<file path="config.mk">
export PLATFORM = sky130hd
export DESIGN_NAME = trk_decision_unit
export DESIGN_NICKNAME = d
export VERILOG_FILES = /design/src/rtl/trkdec_pkg.sv /design/src/rtl/trkdec_timer.sv /design/src/rtl/trkdec_cfg.sv /design/src/rtl/trkdec_cut.sv /design/src/rtl/trkdec_map.sv /design/src/rtl/trk_decision_unit.sv
export SDC_FILE = /design/constraint.sdc
export NUM_CORES = 1
export LEC_CHECK = 0
export BUFFER_PORTS_ARGS = -buffer_cell sky130_fd_sc_hd__buf_2
export CAP_MARGIN = 20
export CORE_AREA = 2 2 282 284
export CTS_CLUSTER_DIAMETER = 120
export DETAILED_ROUTE_END_ITERATION = 16
export DIE_AREA = 0 0 284 286
export GPL_ROUTABILITY_DRIVEN = 0
export SLEW_MARGIN = 20
export SYNTH_ARGS = -nofsm -noshare
export SYNTH_HDL_FRONTEND = slang
export SYNTH_SLANG_ARGS = --single-unit
</file>
<file path="constraint.sdc">
create_clock -name clk -period 5.89 [get_ports clk]
set_input_delay 0.2945 -clock clk [delete_from_list [all_inputs] [get_ports clk]]
set_output_delay 0.2945 -clock clk [all_outputs]
set_load 0.05 [all_outputs]
</file>
<file path="src/rtl/trkdec_pkg.sv">
package trkdec_pkg;
  localparam int Z_W   = 12;
  localparam int ZE_W  = 8;
  localparam int IPT_W = 12;
  localparam int TL_W  = 12;
  localparam int HM_W  = 10;
  localparam int RG_W  = 2;
  localparam int N_SIX = 1 << RG_W;
  localparam int HALF  = N_SIX / 2;

  typedef struct packed {
    logic              ok;
    logic [RG_W-1:0]   rgn;
    logic [HM_W-1:0]   hmap;
    logic [TL_W-1:0]   tanl;
    logic [IPT_W-1:0]  ipt;
    logic [ZE_W-1:0]   zerr;
    logic [Z_W-1:0]    z0;
  } trk_rec_t;

  localparam int REC_W = $bits(trk_rec_t);

  typedef enum logic [1:0] {
    MODE_SIX2   = 2'd0,
    MODE_EIGHT4 = 2'd1,
    MODE_MIXED  = 2'd2,
    MODE_OFF    = 2'd3
  } dec_mode_t;

  typedef struct packed {
    logic [N_SIX-1:0] zc;
    logic [N_SIX-1:0] pc;
    logic [N_SIX-1:0] both;
  } rgn_flags_t;
endpackage

</file>
<file path="src/rtl/trkdec_timer.sv">
module trkdec_timer #(
  parameter int FRAME_LEN = 16
) (
  input  logic clk,
  input  logic rst_n,
  output logic slot_tick,
  output logic frame_tick
);
  localparam int SLOT_LEN = FRAME_LEN / 2;
  localparam int PH_W     = $clog2(FRAME_LEN);

  logic [PH_W-1:0] phase_q, phase_n;

  always_comb begin
    frame_tick = (phase_q == PH_W'(FRAME_LEN - 1));
    slot_tick  = frame_tick || (phase_q == PH_W'(SLOT_LEN - 1));
    phase_n    = frame_tick ? '0 : phase_q + PH_W'(1);
  end

  always_ff @(posedge clk or negedge rst_n) begin
    if (!rst_n) phase_q <= '0;
    else        phase_q <= phase_n;
  end

  assert_slot_gap_R8: assert property (@(posedge clk) disable iff (!rst_n)
    slot_tick |=> !slot_tick)
    else $error("slot ticks on consecutive cycles");
endmodule

</file>
<file path="src/rtl/trkdec_cfg.sv">
module trkdec_cfg import trkdec_pkg::*; #(
  parameter int              CFG_W      = 16,
  parameter logic [Z_W-1:0]  ZLIM_RST   = Z_W'(200),
  parameter logic [IPT_W-1:0] PLIM_RST  = IPT_W'(256)
) (
  input  logic              clk,
  input  logic              rst_n,
  input  logic              we,
  input  logic [1:0]        sel,
  input  logic [CFG_W-1:0]  wdata,
  input  logic              frame_tick,
  output logic [Z_W-1:0]    act_zlim,
  output logic [IPT_W-1:0]  act_plim,
  output dec_mode_t         act_mode
);
  logic [Z_W-1:0]   shd_zlim_q, shd_zlim_n, act_zlim_n;
  logic [IPT_W-1:0] shd_plim_q, shd_plim_n, act_plim_n;
  dec_mode_t        shd_mode_q, shd_mode_n, act_mode_n;
  logic             unused_wdata;

  assign unused_wdata = ^wdata;

  always_comb begin
    shd_zlim_n = shd_zlim_q;
    shd_plim_n = shd_plim_q;
    shd_mode_n = shd_mode_q;
    if (we) begin
      case (sel)
        2'd0:    shd_zlim_n = wdata[Z_W-1:0];
        2'd1:    shd_plim_n = wdata[IPT_W-1:0];
        2'd2:    shd_mode_n = dec_mode_t'(wdata[1:0]);
        default: ;
      endcase
    end
    act_zlim_n = frame_tick ? shd_zlim_q : act_zlim;
    act_plim_n = frame_tick ? shd_plim_q : act_plim;
    act_mode_n = frame_tick ? shd_mode_q : act_mode;
  end

  always_ff @(posedge clk or negedge rst_n) begin
    if (!rst_n) begin
      shd_zlim_q <= ZLIM_RST;
      shd_plim_q <= PLIM_RST;
      shd_mode_q <= MODE_SIX2;
      act_zlim   <= ZLIM_RST;
      act_plim   <= PLIM_RST;
      act_mode   <= MODE_SIX2;
    end else begin
      shd_zlim_q <= shd_zlim_n;
      shd_plim_q <= shd_plim_n;
      shd_mode_q <= shd_mode_n;
      act_zlim   <= act_zlim_n;
      act_plim   <= act_plim_n;
      act_mode   <= act_mode_n;
    end
  end

  assert_cfg_at_boundary_R10: assert property (@(posedge clk) disable iff (!rst_n)
    (!$stable(act_zlim) || !$stable(act_plim) || !$stable(act_mode)) |-> $past(frame_tick))
    else $error("active configuration changed away from a frame boundary");
endmodule

</file>
<file path="src/rtl/trkdec_cut.sv">
module trkdec_cut import trkdec_pkg::*; (
  input  logic             stb,
  input  trk_rec_t         rec,
  input  logic [Z_W-1:0]   zlim,
  input  logic [IPT_W-1:0] plim,
  output rgn_flags_t       flags
);
  logic [Z_W-1:0]   zmag;
  logic [IPT_W-1:0] pmag;
  logic             take, zpass, ppass;
  logic [N_SIX-1:0] hot;
  logic             unused_fields;

  assign unused_fields = ^{rec.hmap, rec.tanl, rec.zerr};

  always_comb begin
    zmag  = rec.z0[Z_W-1]   ? (~rec.z0  + Z_W'(1))   : rec.z0;
    pmag  = rec.ipt[IPT_W-1] ? (~rec.ipt + IPT_W'(1)) : rec.ipt;
    zpass = (zmag < zlim);
    ppass = (pmag < plim);
    take  = stb & rec.ok;
    hot   = '0;
    hot[rec.rgn] = take;
    flags.zc   = zpass ? hot : '0;
    flags.pc   = ppass ? hot : '0;
    flags.both = (zpass && ppass) ? hot : '0;
  end
endmodule

</file>
<file path="src/rtl/trkdec_map.sv">
module trkdec_map import trkdec_pkg::*; #(
  parameter int DEC_W = 6
) (
  input  rgn_flags_t       flags,
  input  dec_mode_t        mode,
  output logic [DEC_W-1:0] word
);
  always_comb begin
    word = '0;
    case (mode)
      MODE_SIX2: begin
        word[0] = flags.both[0];
        word[1] = flags.both[1];
      end
      MODE_EIGHT4: begin
        word[0] = |flags.zc[HALF-1:0];
        word[1] = |flags.pc[HALF-1:0];
        word[2] = |flags.zc[N_SIX-1:HALF];
        word[3] = |flags.pc[N_SIX-1:HALF];
      end
      MODE_MIXED: begin
        word[0] = |flags.both[HALF-1:0];
        word[1] = |flags.both[N_SIX-1:HALF];
        word[2] = flags.both[0];
        word[3] = flags.both[1];
      end
      default: ;
    endcase
  end
endmodule

</file>
<file path="src/rtl/trk_decision_unit.sv">
module trk_decision_unit import trkdec_pkg::*; #(
  parameter int               N_ENG     = 12,
  parameter int               FRAME_LEN = 16,
  parameter int               CFG_W     = 16,
  parameter int               DEC_W     = 6,
  parameter logic [Z_W-1:0]   ZLIM_RST  = Z_W'(200),
  parameter logic [IPT_W-1:0] PLIM_RST  = IPT_W'(256)
) (
  input  logic                   clk,
  input  logic                   rst_n,
  input  logic [N_ENG-1:0]       eng_stb,
  input  logic [N_ENG*REC_W-1:0] eng_rec,
  input  logic                   cfg_we,
  input  logic [1:0]             cfg_sel,
  input  logic [CFG_W-1:0]       cfg_wdata,
  output logic [DEC_W-1:0]       dec_word,
  output logic                   dec_strobe
);
  logic             slot_tick, frame_tick, latch;
  logic [Z_W-1:0]   act_zlim;
  logic [IPT_W-1:0] act_plim;
  dec_mode_t        act_mode;
  rgn_flags_t       eng_flags [N_ENG];
  rgn_flags_t       new_flags, acc_q, acc_n;
  logic [N_ENG-1:0] seen_q, seen_n;
  logic [DEC_W-1:0] map_word, word_n;

  trkdec_timer #(.FRAME_LEN(FRAME_LEN)) u_tmr (
    .clk(clk), .rst_n(rst_n), .slot_tick(slot_tick), .frame_tick(frame_tick)
  );

  trkdec_cfg #(.CFG_W(CFG_W), .ZLIM_RST(ZLIM_RST), .PLIM_RST(PLIM_RST)) u_cfg (
    .clk(clk), .rst_n(rst_n), .we(cfg_we), .sel(cfg_sel), .wdata(cfg_wdata),
    .frame_tick(frame_tick), .act_zlim(act_zlim), .act_plim(act_plim), .act_mode(act_mode)
  );

  for (genvar e = 0; e < N_ENG; e++) begin : g_eng
    trk_rec_t rec_e;
    assign rec_e = eng_rec[e*REC_W +: REC_W];
    trkdec_cut u_cut (
      .stb(eng_stb[e]), .rec(rec_e), .zlim(act_zlim), .plim(act_plim), .flags(eng_flags[e])
    );
  end

  trkdec_map #(.DEC_W(DEC_W)) u_map (.flags(acc_q), .mode(act_mode), .word(map_word));

  always_comb begin
    new_flags = '0;
    for (int e = 0; e < N_ENG; e++) new_flags = new_flags | eng_flags[e];
    latch  = slot_tick && (&seen_q);
    acc_n  = latch ? new_flags : (acc_q | new_flags);
    seen_n = latch ? eng_stb   : (seen_q | eng_stb);
    word_n = latch ? map_word  : dec_word;
  end

  always_ff @(posedge clk or negedge rst_n) begin
    if (!rst_n) begin
      acc_q      <= '0;
      seen_q     <= '0;
      dec_word   <= '0;
      dec_strobe <= 1'b0;
    end else begin
      acc_q      <= acc_n;
      seen_q     <= seen_n;
      dec_word   <= word_n;
      dec_strobe <= slot_tick;
    end
  end

  assert_reserved_zero_R7: assert property (@(posedge clk) disable iff (!rst_n)
    dec_word[DEC_W-1:4] == '0)
    else $error("reserved decision bits driven");

  assert_off_mode_zero_R7: assert property (@(posedge clk) disable iff (!rst_n)
    (latch && act_mode == MODE_OFF) |=> dec_word == '0)
    else $error("disabled mode produced a decision");

  assert_strobe_single_R8: assert property (@(posedge clk) disable iff (!rst_n)
    dec_strobe |=> !dec_strobe)
    else $error("strobe longer than one cycle");

  assert_word_moves_at_slot_R9: assert property (@(posedge clk) disable iff (!rst_n)
    !$stable(dec_word) |-> dec_strobe)
    else $error("decision word changed outside a slot");

  assert_hold_until_full_R9: assert property (@(posedge clk) disable iff (!rst_n)
    (slot_tick && !(&seen_q)) |=> $stable(dec_word))
    else $error("word loaded before all engines reported");
endmodule

</file>
==> results of run 1 <==
## flip-flops by register name, summed over array words and instances (netlist names)
name	count
u_cfg.shd_mode_q	2
u_cfg.act_zlim	12
u_cfg.shd_zlim_q	12
u_cfg.act_plim	12
u_cfg.act_mode	2
seen_q	12
acc_q	12
u_cfg.shd_plim_q	12
dec_word	4
u_tmr.phase_q	4
dec_strobe	1
## synth_stat cells, types with 12 or more instances
cell type,number
nand3_1,32
clkbuf_1,30
nor2b_1,19
dfrtp_1,77
xnor2_1,210
o41ai_1,40
nor4b_1,12
nor3_1,39
or3_1,24
a21o_1,50
a211oi_1,39
nand2_1,223
o31ai_1,64
mux2_2,52
a21oi_1,67
nand2b_1,32
nor4_1,36
nor2_1,86
o211ai_1,20
nand4_1,39
nand3b_1,18
o21ai_0,107
ha_1,293
inv_1,102
## final timing paths
check,start,endpoint,slack (ps),cells past startpoint
setup / recovery,eng_rec[117],acc_q[1],2190,12
hold / removal,eng_stb[1],seen_q[1],150,2
setup reg to reg,u_cfg.act_zlim[9],acc_q[2],2610,9
hold reg to reg,seen_q[1],seen_q[1],480,1
max in group asynchronous,rst_n,seen_q[0],4370,3
min in group asynchronous,rst_n,u_cfg.act_zlim[5],440,2
## routing by layer
| metal | track usage, % | vias up | share of wire [%] |
|---|---|---|---|
| li1 | - | 7814 | - |
| met1 | 19.63 | 7200 | 46 |
| met2 | 22.71 | 533 | 43 |
| met3 | 3.876 | 101 | 9.1 |
| met4 | 3.592 | 32 | 2.4 |
| met5 | 0 | - | 0.32 |
## critical path: cells and delay by family
| kind | cells | cell delay (ps) |
|---|---|---|
| simple gates | 8 | 2430 |
| compound gates | 2 | 850 |
| fa+ha+maj | 1 | 210 |
| buf+inv | 1 | 120 |
## where the power goes
group / leakage [nW] / switching (W) / internal, W
sequential: 0.970 / 0.0000803 / 0.000700
clock: 0.147 / 0.000279 / 0.000300
combinational: 7.15 / 0.00136 / 0.000886
## per-stage QoR
step / area, µm² / total power (W) / util (%) / std cells
after floorplan: 15300 / 0.002191 / - / 1886
after global placement: 18390 / 0.003013 / 23.47 / 3275
after detailed placement: 18390 / 0.003059 / 23.47 / 3275
after CTS: 18700 / 0.003663 / 23.87 / 3292
after global routing: 18720 / 0.003984 / 23.89 / 3296
final: 18740 / 0.003604 / 23.92 / 3306
## layout make-up
class                           instances  area, µm²
Inverter                              102      382.9
Clock inverter                          7      76.32
Timing Repair Buffer                  377       1942
Sequential cell                        85       2137
Antenna cell                           14      35.03
Multi-Input combinational cell       1662      12630
Clock buffer                            9      225.2
Fill cell                            8770      59610
Tap cell                             1050       1314
## cells by family after synthesis
family,count (synthesis),synth area share [%]
flops,85,13.97
buf+inv,139,3.477
other cells,1,0.02452
simple gates,607,20.08
fa+ha+maj,293,23.97
xor+xnor,217,12.43
mux,52,3.829
compound gates,491,22.21
## repair_timing
item,4_1_cts,5_1_grt
resized for setup,0,0
endpoints found under the hold margin,27,0
hold buffers,1,0
==> out/results.ini, run 1 <==
[run_status]
status=finished, final reports clean

[critical_path]
slowest_delay_ps=660
crit_chain=buf_2 > or3_1 > or2_2 > nor4_1 > nand3_1 > nor4b_1 > ha_1 > nand4_1 > o21ai_0 > o31ai_1 > nor4_1 > nand4_1
cp.required_ps=6100
arrival_ps=3910
crit_slowest_cell=o21ai_0
critPathMaxFanout=6
path_class=primary input to flip-flop
end_kind=flip-flop
worstSetupStartpointType=primary input

[floorplan]
rows=103
initial_utilization_pct=19.52
dieArea_um2=81220
die_h_um=286
num_io_pins=724
design.core.area_um2=78360
die_w_um=284

[timing]
fin_setup_tns_ps=0
maxSlewHeadroom_pct=34.63
rsz0062_at_grt=no
worstMarginPinSlew_ps=973.9
hold_viol=0
fin_ws_ps=2186
fin_hold_ws_ps=154.8
layout_min_cycle_time_ps=3704
drv_slew=0
skew_ps=18.87
fin_crit_sh_pct=62.89
setup_viol=0
max_freq_ghz=0.2700

[synth]
yosys.area.top_type=ha_1
async_flop_share_pct=100.0
synth_area_um2=15290
ys_seq_area_share_pct=13.97
avgSynthCellArea_um2=8.113
syn-instance-count=1885
ys_warn_count=0
ys_ff_latch=85
synth_cell_types=67
synth_edf_count=0
synth_top_area_share_pct=23.97
yosys_most_used_dff=dfrtp_1
synth_area_leaders=ha_1, dfrtp_1, xnor2_1

[flow_run]
drv_cap=0

[pwr]
leakage_nw=8.265
peakVddDrop_v=0.0001178
powerDensity_nw_per_um2=192.3

[cells_and_area]
area_delta_synth_final_pct=22.56
nets=3247
drive_gt1_share_pct=21.10
layout_commonest_cell=buf_2
mostFrequentLayoutCells=buf_2, ha_1, nand2_1, xnor2_1, o21ai_0

[cts]
clock_latency_ps=350
cts_post_setup_buffers_inserted=0
cts-htree-levels=3
cts.clk_slew.worst_paths_ps=80
clock_path_buffers=2
root_buffer=clkbuf_16
cts_tree=yes
cts_made_buffers=9
clock-sinks=85

[placed_design]
pre_cts_ws_ps=1727
numPortBuffers=357
dp_hpwl_um=52310

[global_route]
antenna_found_initial=39
grt_use_total_pct=14.48
grt_pass1_wl_um=89350
grt_max_degree=53
overflow=0
grt_pass1_vias=14801

[route]
via_per_inst=4.743
dr_total_vias=15680
drc=0
wl_per_cell_um=18.42
drt_iter0_drc=1018
wl_um=60910
drtAntennaViolNets=0
dr.pass1.iters=5

[hold_path]
hp-class=primary input to flip-flop

Power figures use the tool's default switching activity.
==> run 2, diff against run 1 <==
- clock period: 5.89 -> 3.6 ns (I/O delays scaled with it)
==> out/results.ini, run 2 (synthesis results as in run 1) <==
[run_status]
status=finished, final reports clean

[route]
drc=0
via_per_inst=4.687
drtAntennaViolNets=0
dr.pass1.iters=5
wl_per_cell_um=18.30
wl_um=61520
drt_iter0_drc=966
dr_total_vias=15758

[cells_and_area]
drive_gt1_share_pct=23.05
nets=3304
final_cells=3362
layout_commonest_cell=buf_2
area_delta_synth_final_pct=25.59
mostFrequentLayoutCells=buf_2, ha_1, nand2_1, xnor2_1, o21ai_0
final_util_pct=24.51

[hold_path]
hold_end=seen_q[6]
whs_path_depth=2
hp-start=eng_stb[6]
hp-class=primary input to flip-flop

[cts]
clock_latency_ps=340
clock_path_buffers=2
cts.clk_slew.worst_paths_ps=70
cts_made_buffers=9
root_buffer=clkbuf_16
cts_tree=yes
cts_post_setup_buffers_inserted=0
cts-htree-levels=3
clock-sinks=85

[critical_path]
rr_worst_depth=8
arrival_ps=3640
reg2reg_to=acc_q[6]
critPathMaxFanout=6
worstSetupStartpointType=primary input
r2r-start=u_cfg.act_plim[8]
r2r_slack_ps=420
end_kind=flip-flop
cp.required_ps=3860
path_class=primary input to flip-flop

[floorplan]
design.core.area_um2=78360
dieArea_um2=81220
initial_utilization_pct=19.52
rows=103
die_h_um=286
die_w_um=284
num_io_pins=724

[global_route]
grt_pass1_wl_um=90360
grt_use_total_pct=14.56
overflow=0
grt_max_degree=55
antenna_found_initial=36
grt_pass1_vias=14940

[placed_design]
dp_cells=3332
numPortBuffers=357
dp_hpwl_um=53530
pre_cts_ws_ps=-142.6

[timing]
worstMarginPinSlew_ps=788.4
fin_crit_sh_pct=93.77
max_freq_ghz=0.2962
rsz0062_at_grt=no
fin_setup_tns_ps=0
hold_viol=0
layout_min_cycle_time_ps=3376
skew_ps=12.08
fin_ws_ps=224.3
setup_viol=0
fin_hold_ws_ps=39.72
drv_slew=0
maxSlewHeadroom_pct=47.08

[flow_run]
drv_cap=0

[pwr]
peakVddDrop_v=0.0002247
leakage_nw=8.554
powerDensity_nw_per_um2=317.3

run 2: cell count changes in the layout (fill, tap and decap cells not counted), sizes merged:
| cell | delta |
|---|---|
| buf | +57 |
| inv | +1 |
| diode | -1 |
| clkinv | -1 |
run 2: per-stage QoR:
stage,power (W),cell area [µm²]
floorplan,0.003585,15300
detailed placement,0.005197,18860
global placement,0.005120,18860
finish,0.006094,19200
global route,0.006721,19180
CTS,0.006198,19170
run 2: layout make-up:
type / count / area [µm²]
diodes: 13 / 32.53
clock inverters: 7 / 73.82
flip-flops and latches: 85 / 2137
fillers: 8636 / 59150
repair buffers: 434 / 2407
multi-input cells: 1662 / 12630
clock buffers: 9 / 225.2
well taps: 1050 / 1314
inverters: 102 / 382.9
run 2: worst max-delay path, cell delays in order:
cell	delay [ps]
buf_2	120
or3_1	380
or2_2	320
nor4_1	300
buf_4	180
nand3_1	90
nand2_1	90
xnor2_1	120
ha_1	260
a21o_1	160
a21o_1	170
a211oi_1	310
buf_4	200
o21ai_2	110
nor4_1	270
buf_4	170
a2111oi_2	40
nand4_1	140
run 2: worst max-delay path by stage:
stage	from	to	slack [ps]	cells after the start
after floorplan	eng_rec[363]	acc_q[7]	610	15
after CTS	eng_rec[176]	acc_q[3]	200	15
after global routing	eng_rec[60]	acc_q[2]	30	18
final	eng_rec[60]	acc_q[2]	220	18
after global placement	eng_rec[176]	acc_q[11]	-130	15
after detailed placement	eng_rec[176]	acc_q[11]	-140	15
run 2: per-layer routing:
metal | wire (µm) | vias to the layer above | track usage (%)
li1 | - | 7942 | -
met1 | 28200 | 7152 | 19.94
met2 | 27170 | 547 | 23.81
met3 | 5286 | 85 | 3.413
met4 | 676 | 32 | 1.763
met5 | 190 | - | 0
run 2: repair_timing:
item / CTS / global route
hold endpoints to repair: 45 / 0
resized for setup: 0 / 1
endpoints found under the setup margin: 0 / 4
hold buffers: 1 / 0
run 2: power by group:
group          total, W  internal, W  switching, W
logic           0.00386      0.00161       0.00226
clock network  0.000949     0.000492      0.000457
registers       0.00128      0.00114      0.000137
total           0.00609      0.00324       0.00285
